## config.mk

```make
export PLATFORM = sky130hd
export DESIGN_NAME = bcd_store_unit
export DESIGN_NICKNAME = d
export VERILOG_FILES = /design/src/rtl/bcdst_pkg.sv /design/src/rtl/bcdst_front.sv /design/src/rtl/bcdst_digit.sv /design/src/rtl/bcdst_seq.sv /design/src/rtl/bcd_store_unit.sv
export SDC_FILE = /design/constraint.sdc
export NUM_CORES = 1
export LEC_CHECK = 0
export ABC_AREA = 1
export BUFFER_PORTS_ARGS = -buffer_cell sky130_fd_sc_hd__buf_2
export CORE_ASPECT_RATIO = 1.75
export CORE_MARGIN = 2
export CORE_UTILIZATION = 40
export DETAILED_ROUTE_END_ITERATION = 10
export GPL_TIMING_DRIVEN = 0
export RECOVER_POWER = 50
export REMOVE_ABC_BUFFERS = 1
export SLEW_MARGIN = 0
export SYNTH_ARGS = -nofsm -noshare
export SYNTH_HDL_FRONTEND = slang
export SYNTH_SLANG_ARGS = --single-unit
```

## constraint.sdc

```tcl
create_clock -name clk -period 18.8 [get_ports clk]
set_clock_uncertainty 0.05 [all_clocks]
set_input_delay 0.94 -clock clk [delete_from_list [all_inputs] [get_ports clk]]
set_output_delay 0.94 -clock clk [all_outputs]
set_load 0.01 [all_outputs]
```

## src/rtl/bcdst_pkg.sv

```systemverilog
package bcdst_pkg;

    localparam int VAL_W   = 64;
    localparam int DIGITS  = 18;
    localparam int ADDR_W  = 4;
    localparam int BYTE_W  = 8;

    typedef enum logic [2:0] {
        ST_IDLE,
        ST_LO,
        ST_HI,
        ST_SIGN,
        ST_FIN
    } seq_state_t;

    typedef struct packed {
        logic              en;
        logic [ADDR_W-1:0] addr;
        logic [BYTE_W-1:0] data;
    } wr_beat_t;

    // Largest magnitude representable with the given number of digits
    function automatic logic [VAL_W-1:0] max_mag(input int digits);
        logic [VAL_W-1:0] p;
        p = VAL_W'(1);
        for (int i = 0; i < digits; i++) begin
            p = p * VAL_W'(10);
        end
        return p - VAL_W'(1);
    endfunction

endpackage

```

## src/rtl/bcdst_front.sv

```systemverilog
module bcdst_front
    import bcdst_pkg::*;
#(
    parameter int W      = VAL_W,
    parameter int NDIGIT = DIGITS
) (
    input  logic [W-1:0] value,
    output logic         neg,
    output logic [W-1:0] mag,
    output logic         too_big
);
    localparam logic [W-1:0] LIMIT = W'(max_mag(NDIGIT));

    always_comb begin
        neg     = value[W-1];
        mag     = neg ? (-value) : value;
        too_big = (mag > LIMIT);
    end
endmodule

```

## src/rtl/bcdst_digit.sv

```systemverilog
module bcdst_digit #(
    parameter int W = 64
) (
    input  logic [W-1:0] mag,
    output logic [W-1:0] quo,
    output logic [3:0]   rem
);
    always_comb begin
        quo = mag / W'(10);
        rem = 4'(mag % W'(10));
    end
endmodule

```

## src/rtl/bcdst_seq.sv

```systemverilog
module bcdst_seq
    import bcdst_pkg::*;
#(
    parameter int W      = VAL_W,
    parameter int NDIGIT = DIGITS
) (
    input  logic         clk,
    input  logic         rst,
    input  logic         start,
    input  logic         neg_in,
    input  logic [W-1:0] mag_in,
    input  logic         too_big,
    input  logic [W-1:0] quo,
    input  logic [3:0]   rem,
    output logic [W-1:0] mag_q,
    output logic         busy,
    output logic         done,
    output logic         ovf,
    output logic         pop,
    output wr_beat_t     beat
);
    localparam int DBYTES = NDIGIT / 2;
    localparam logic [ADDR_W-1:0] LAST_D = ADDR_W'(DBYTES - 1);
    localparam logic [ADDR_W-1:0] SIGN_A = ADDR_W'(DBYTES);

    seq_state_t        state;
    logic              neg_q;
    logic [3:0]        lo_q;
    logic [ADDR_W-1:0] idx;

    assign busy = (state != ST_IDLE);

    always_ff @(posedge clk) begin
        if (rst) begin
            state <= ST_IDLE;
            mag_q <= '0;
            neg_q <= 1'b0;
            lo_q  <= '0;
            idx   <= '0;
            beat  <= '0;
            done  <= 1'b0;
            ovf   <= 1'b0;
            pop   <= 1'b0;
        end else begin
            beat.en <= 1'b0;
            done    <= 1'b0;
            ovf     <= 1'b0;
            pop     <= 1'b0;
            case (state)
                ST_IDLE: begin
                    if (start) begin
                        if (too_big) begin
                            done <= 1'b1;
                            ovf  <= 1'b1;
                        end else begin
                            mag_q <= mag_in;
                            neg_q <= neg_in;
                            idx   <= '0;
                            state <= ST_LO;
                        end
                    end
                end
                ST_LO: begin
                    lo_q  <= rem;
                    mag_q <= quo;
                    state <= ST_HI;
                end
                ST_HI: begin
                    mag_q     <= quo;
                    beat.en   <= 1'b1;
                    beat.addr <= idx;
                    beat.data <= {rem, lo_q};
                    idx       <= idx + 1'b1;
                    state     <= (idx == LAST_D) ? ST_SIGN : ST_LO;
                end
                ST_SIGN: begin
                    beat.en   <= 1'b1;
                    beat.addr <= SIGN_A;
                    beat.data <= {neg_q, 7'b0};
                    state     <= ST_FIN;
                end
                ST_FIN: begin
                    done  <= 1'b1;
                    pop   <= 1'b1;
                    state <= ST_IDLE;
                end
                default: state <= ST_IDLE;
            endcase
        end
    end
endmodule

```

## src/rtl/bcd_store_unit.sv

```systemverilog
module bcd_store_unit
    import bcdst_pkg::*;
#(
    parameter int W      = VAL_W,
    parameter int NDIGIT = DIGITS
) (
    input  logic              clk,
    input  logic              rst,
    input  logic              start_i,
    input  logic [W-1:0]      value_i,
    output logic              busy_o,
    output logic              done_o,
    output logic              ovf_o,
    output logic              pop_o,
    output logic              wr_en_o,
    output logic [ADDR_W-1:0] wr_addr_o,
    output logic [BYTE_W-1:0] wr_data_o
);
    logic         neg_in;
    logic [W-1:0] mag_in;
    logic         too_big;
    logic [W-1:0] mag_q;
    logic [W-1:0] quo;
    logic [3:0]   rem;
    wr_beat_t     beat;

    bcdst_front #(.W(W), .NDIGIT(NDIGIT)) u_front (
        .value   (value_i),
        .neg     (neg_in),
        .mag     (mag_in),
        .too_big (too_big)
    );

    bcdst_digit #(.W(W)) u_digit (
        .mag (mag_q),
        .quo (quo),
        .rem (rem)
    );

    bcdst_seq #(.W(W), .NDIGIT(NDIGIT)) u_seq (
        .clk     (clk),
        .rst     (rst),
        .start   (start_i),
        .neg_in  (neg_in),
        .mag_in  (mag_in),
        .too_big (too_big),
        .quo     (quo),
        .rem     (rem),
        .mag_q   (mag_q),
        .busy    (busy_o),
        .done    (done_o),
        .ovf     (ovf_o),
        .pop     (pop_o),
        .beat    (beat)
    );

    assign wr_en_o   = beat.en;
    assign wr_addr_o = beat.addr;
    assign wr_data_o = beat.data;
endmodule

```

======== Word level (Yosys, flattened, before mapping) ========
Cells that the tools add are included.
word-level totals
  logic and storage cells ................. 52
  bits in registers ....................... 92
operators by class
  divide/modulo/power cells ............... 2
  eq/ne operators ......................... 7
  bitwise operators ....................... 2
  magnitude comparators ................... 1
  add/subtract/negate cells ............... 2
  multiplexer cells ....................... 16
  reductions and logical operators ........ 11
operators with widths
  operator                                                number
  2-to-1 mux 64 bit                                       3
  case mux 64 bit (2 select lines)                        1
  divider 64 x 4 -> 64 bit, second input constant         1
  > comparator 64 x 60 -> 1 bit, second input constant    1
  remainder unit 64 x 4 -> 64 bit, second input constant  1
  negation 64 bit                                         1
  case mux 13 bit (2 select lines)                        1
  case mux 3 bit (4 select lines)                         1
  AND reduction 3 bit                                     3
  2-to-1 mux 4 bit                                        2
  case mux 4 bit (2 select lines)                         1
  == test 3 x 2 -> 1 bit, second input constant           2
  2-to-1 mux 3 bit                                        2
  nonzero test 2 bit                                      3
  adder 4 x 1 -> 4 bit, second input constant             1
  == test 4 bit, second input constant                    1
  != test 2 bit, second input constant                    2
  OR reduction 2 bit                                      2
  == test 3 x 1 -> 1 bit, second input constant           1
  == test 3 bit, second input constant                    1
  zero test 3 bit                                         1
  2-to-1 mux 1 bit                                        3
  nonzero test 3 bit                                      1
  2-to-1 mux 2 bit                                        1
  3 further kinds                                         4

======== Logic depth before layout (Yosys ltp) ========
  word-level depth ........................ 6
  gate-level depth with buffers ........... 294
  gate-level depth less buffers ........... 294

======== By module ========
From an unflattened synthesis, not the netlist that was laid out.
unflattened totals
  cells, all modules ...................... 2,544
  area total of the unflattened synthesis .. 14,078.5 um^2
modules (own cells, without submodules)
  module       cells each  sequential area each (um^2)  instances  area an instance (um^2)
  bcdst_digit  1,156       0.0                          1          6,533.8
  bcdst_seq    754         1,841.8                      1          4,620.7
  bcdst_front  634         0.0                          1          2,924.1

======== Worst setup path after synthesis ========
Ideal clock, no wire load.
  path type ............................... register -> register
  from .................................... register u_seq.mag_q[63]
  to ...................................... register u_seq.lo_q[1]
  slack ................................... -0.377 ns
  path buffers ............................ 0
  cell stages (with the launch flop) ...... 268
  data required time ...................... 18.636 ns
  data arrival time ....................... 19.013 ns
  period minus slack after synthesis ...... 19.177 ns
  path through ............................ dfxtp_1 inv_2 nand2_2 nand3_2 nand2_2 nand2_2 nand2_1 nand3_2 nand2_2 nand2_2 nand2_1 nand2_2 inv_2 nand2_1 nand2_1 nand2_1 nand2_1 inv_1 [... 232 more ...] nand2_2 nand2_2 a21boi_2 nand2_2 nand2_2 nand2_1 nand3_1 nand2_2 nand2_2 nand2_1 nand2_1 inv_1 nand2_2 nand2_2 nand2_1 nand2_1 o21bai_1 inv_1
between the ends
  word-level cells in the longest chain between the ends .. 1
ends and longest elaborated chain
  item                             line               text
  start: declaration               bcdst_seq.sv:15    output logic [W-1:0] mag_q,
  start signal: assignment         bcdst_seq.sv:56    mag_q <= mag_in;
  start signal: assignment         bcdst_seq.sv:65    mag_q <= quo;
  start signal: assignment         bcdst_seq.sv:69    mag_q <= quo;
  remainder unit 64 x 4 -> 64 bit  bcdst_digit.sv:10  rem = 4'(mag % W'(10));
  end signal: assignment           bcdst_seq.sv:64    lo_q <= rem;
  end: declaration                 bcdst_seq.sv:28    logic [3:0] lo_q;
No other way between the ends.
A chain may end at the register's enable or synchronous reset.

======== Worst setup path after layout ========
  from .................................... register u_seq.mag_q[63]
  to ...................................... register u_seq.mag_q[7]
between the ends
  word-level cells in the longest chain between the ends .. 2
ends and longest elaborated chain
  item                              line              text
  divider 64 x 4 -> 64 bit          bcdst_digit.sv:9  quo = mag / W'(10);
  case mux 64 bit (2 select lines)  bcdst_seq.sv:49   case (state)
No other way between the ends.

==> impl_summary.md <==
Yosys
The proportion of netlist area held by the largest area contributor is between 15 and 20%. In this run the mean area of a mapped cell was 5.76 um^2. For this run, asynchronously set or reset flops after synthesis account for 0%.

The largest total area in the synthesized netlist belongs to dfxtp_1. By area the synthesized netlist is led by dfxtp_1, nand2_1, nand3_1, nand2_2, inv_1. The number of storage elements in the synthesis netlist is 92. The cell count after synthesis is 1,947. Among all flip-flop cells after synthesis, the most frequent one is dfxtp_1. The number of distinct standard cells referenced by the synthesized netlist is 53. The total standard cell area after synthesis is approximately 11,000 um^2. After synthesis, flip-flops and latches occupy between 10% and 20% of the total area. The number of synthesis warnings is 0. Counting flops with a built-in enable in the synthesized netlist gives 0.

Drt
The average wire per cell in the routed design is 13.8 um. The average vias per placed instance is between 5 and 6. The DRC marker count from the first detailed-route iteration is 566. The first TritonRoute pass finished after 7 iterations. The number of nets with antenna violations after detailed routing is 0. In the routed design, unresolved DRC markers number 0.

The routed design has 35,200 um of wire. Across all layers, the routed design uses about 13,000 vias.

Placed design
The weighted congestion at the end of routability-driven global placement is 0.895. Once placement finished, the instance area stood at approximately 12,000 um^2. Input and output buffers added on the ports amount to 83.

The HPWL reported at the end of detailed placement is approximately 24,000 um.

Die
The number of placement rows is 81. The floorplan step defined a die boundary enclosing 29,400 um^2. The total area inside the core boundary comes to roughly 28,000 um^2.

Once the floorplan was initialized, standard cells occupied 40.4% of the core. The floorplan step set the die height to 225 um. The floorplan step set the die width to 131 um. The top-level I/O count is 84.

Setup path
The worst setup path is of the flip-flop to flip-flop kind. The library cell appearing most often on the critical path is nand2_4. The number of cell instances on the worst register-to-register path is between 200 and 250. STA puts the critical path data arrival time at approximately 22,000 ps. The critical path endpoint category is a flip-flop. STA puts the critical path data required time at 19,020 ps. The number of cells on the critical path is 243. Grouping stages by cell kind, the critical path spends the most delay in simple AND/OR/NAND/NOR gates.

The number of buffers and inverters on the critical path is 57. The longest individual stage delay on the worst path is 420 ps. The slowest library cell on the worst path is dfxtp_4. The highest fanout seen on the critical path is 6. The category of the worst setup path launch point is a flip-flop.

Clocking
The buffer type at the clock tree root is clkbuf_16. The TritonCTS clock tree is yes. The later pin in the worst-skew pair is clocked with a latency of 390 ps. After clock tree synthesis, the clock-pin slew on the worst setup and hold paths is about 80 ps. Counting the buffers created by CTS gives 9. The clock passes through at most 2 buffers. The H-tree depth reported by CTS is 3. The number of clock sinks seen by CTS is 92.

Status
The checks that failed: negative setup slack. The flow ran to the end, but the final reports show violations.

Global route
The global route total overflow is 0. Entering global routing, the biggest net connects 71 pins. The number of antenna violations at the first check in global routing is 0. The first global-routing pass estimated 55,100 um of wire. The via count of the first global-routing pass came to approximately 13,000. Global routing used roughly 23% of the available tracks.

STA
The count of final max-slew check failures is 0. The count of final hold-check violations is 0. The worst pin sits at a relative slew slack of between 10% and 20%. The ratio of final minimum period to clock period is 116%.

The number of endpoints failing setup at the final stage is 15. Setup slack on the critical path of the routed design comes to -3100 ps. The slew of the pin with the lowest slew margin is 1260 ps. Based on the critical path, the design can be clocked at up to 45.7 MHz.

The post-route minimum period is 21,900 ps. Setup repair after global routing could not meet its margin everywhere.

Final layout
Leaving out fill and tap cells, the most frequent cell in the layout is nand2_1. The final layout contains 2,239 nets. Of the cells placed in the final design, the portion with a size suffix greater than 1 is about two fifths. Cells fill 56.9% of the core in the end. Relative to the synthesized area, the layout overhead comes to 40.9%.

In the layout the commonest cells are nand2_1, nand3_1, nand2_2. The final instance area is 15,800 um^2. The antenna diode count is 0. Counting the fill cells in the layout gives 2,716.

Job
The total of max-cap violations is 0.

Worst hold path
Counting instances, the worst hold path has a depth of 2. The tightest min-delay check is of the flip-flop to flip-flop type.
synth_stat cells (2+ instances only):
cell type	number
nand2_1	470
nand3_1	287
inv_1	218
nand2_2	179
a21oi_1	119
nor2_1	105
dfxtp_1	92
o21ai_0	85
inv_2	60
clkbuf_1	36
nand3_2	36
xor2_1	32
nand2_4	29
nor3_1	28
xnor2_1	25
o21ai_1	24
nor4_1	22
nand4_1	15
a31oi_1	9
o21ai_2	9
bufinv_8	7
o31ai_1	5
clkinv_1	4
nand3b_1	4
o211ai_1	4
o21bai_1	4
a21oi_2	3
buf_6	3
ha_1	3
mux2i_1	3
a211oi_1	2
buf_1	2
nor3b_1	2
or4_1	2
worst reg2reg max path: cells and delay by family (launching register included):
family                 cells  cell delay, ps
and+or+nand+nor          174           14000
buffers and inverters     57            5520
DFF                        1             420
AOI/OAI and AO/OA         12            1780
routing by layer:
layer	track usage (%)	up-vias	wire [um]
met2	43.9	243	19500
met4	11.1	0	1550
li1	-	6778	-
met5	0	-	0
met3	2.87	95	1010
met1	23.0	6231	13100
sequential cells by signal, summed over array words and instances, names as in the netlist:
register	count
u_seq.beat	13
u_seq.done	1
u_seq.idx	4
u_seq.lo_q	4
u_seq.mag_q	64
u_seq.neg_q	1
u_seq.ovf	1
u_seq.pop	1
u_seq.state	3
path summary, 6_finish.rpt:
check                           slack, ps              to             from
worst min register to register        410   u_seq.beat[2]    u_seq.beat[2]
worst max register to register      -3100  u_seq.mag_q[7]  u_seq.mag_q[63]
worst min-delay path                  410   u_seq.beat[2]    u_seq.beat[2]
worst max-delay path                -3100  u_seq.mag_q[7]  u_seq.mag_q[63]
layout make-up:
| type | count | area (um^2) | share of cell area, % |
|---|---|---|---|
| Clock buffer | 9 | 225 | 1.43 |
| Clock inverter | 7 | 66.3 | 0.420 |
| Sequential cell | 92 | 1850 | 11.7 |
| Tap cell | 373 | 467 | 2.96 |
| Timing Repair Buffer | 254 | 1840 | 11.6 |
| Inverter | 289 | 1210 | 7.69 |
| Multi-Input combinational cell | 1523 | 10100 | 64.1 |
cell families after synthesis:
logic type / after synthesis / share of synthesized area, %
fa+ha+maj: 3 / 0.335
compound gates: 276 / 13.8
mux: 3 / 0.268
flops: 92 / 16.4
simple gates: 1184 / 52.4
buf+inv: 332 / 12.3
xor+xnor: 57 / 4.46
per-stage QoR:
step           hold WS [ps]  setup TNS (ps)  setup slack, ps  std cells
4_1_cts                 412          -28080            -2540       2510
3_3_place_gp            396          -34860            -3220       2360
3_5_place_dp            401          -41890            -3690       2365
6_report                411          -34410            -3100       2547
2_1_floorplan           386           -2430             -377       1904
5_1_grt                 433          -63500            -4760       2547
what timing repair did:
item,4_1_cts,5_1_grt
resized for setup,243,303
pin swaps,123,149
hold buffers,0,0
setup endpoints to repair,17,20
buffers inserted,129,37
Power is left out: the tool's default activity adds up to more than one toggle a clock period on the data nets, which glitch-free logic cannot reach.
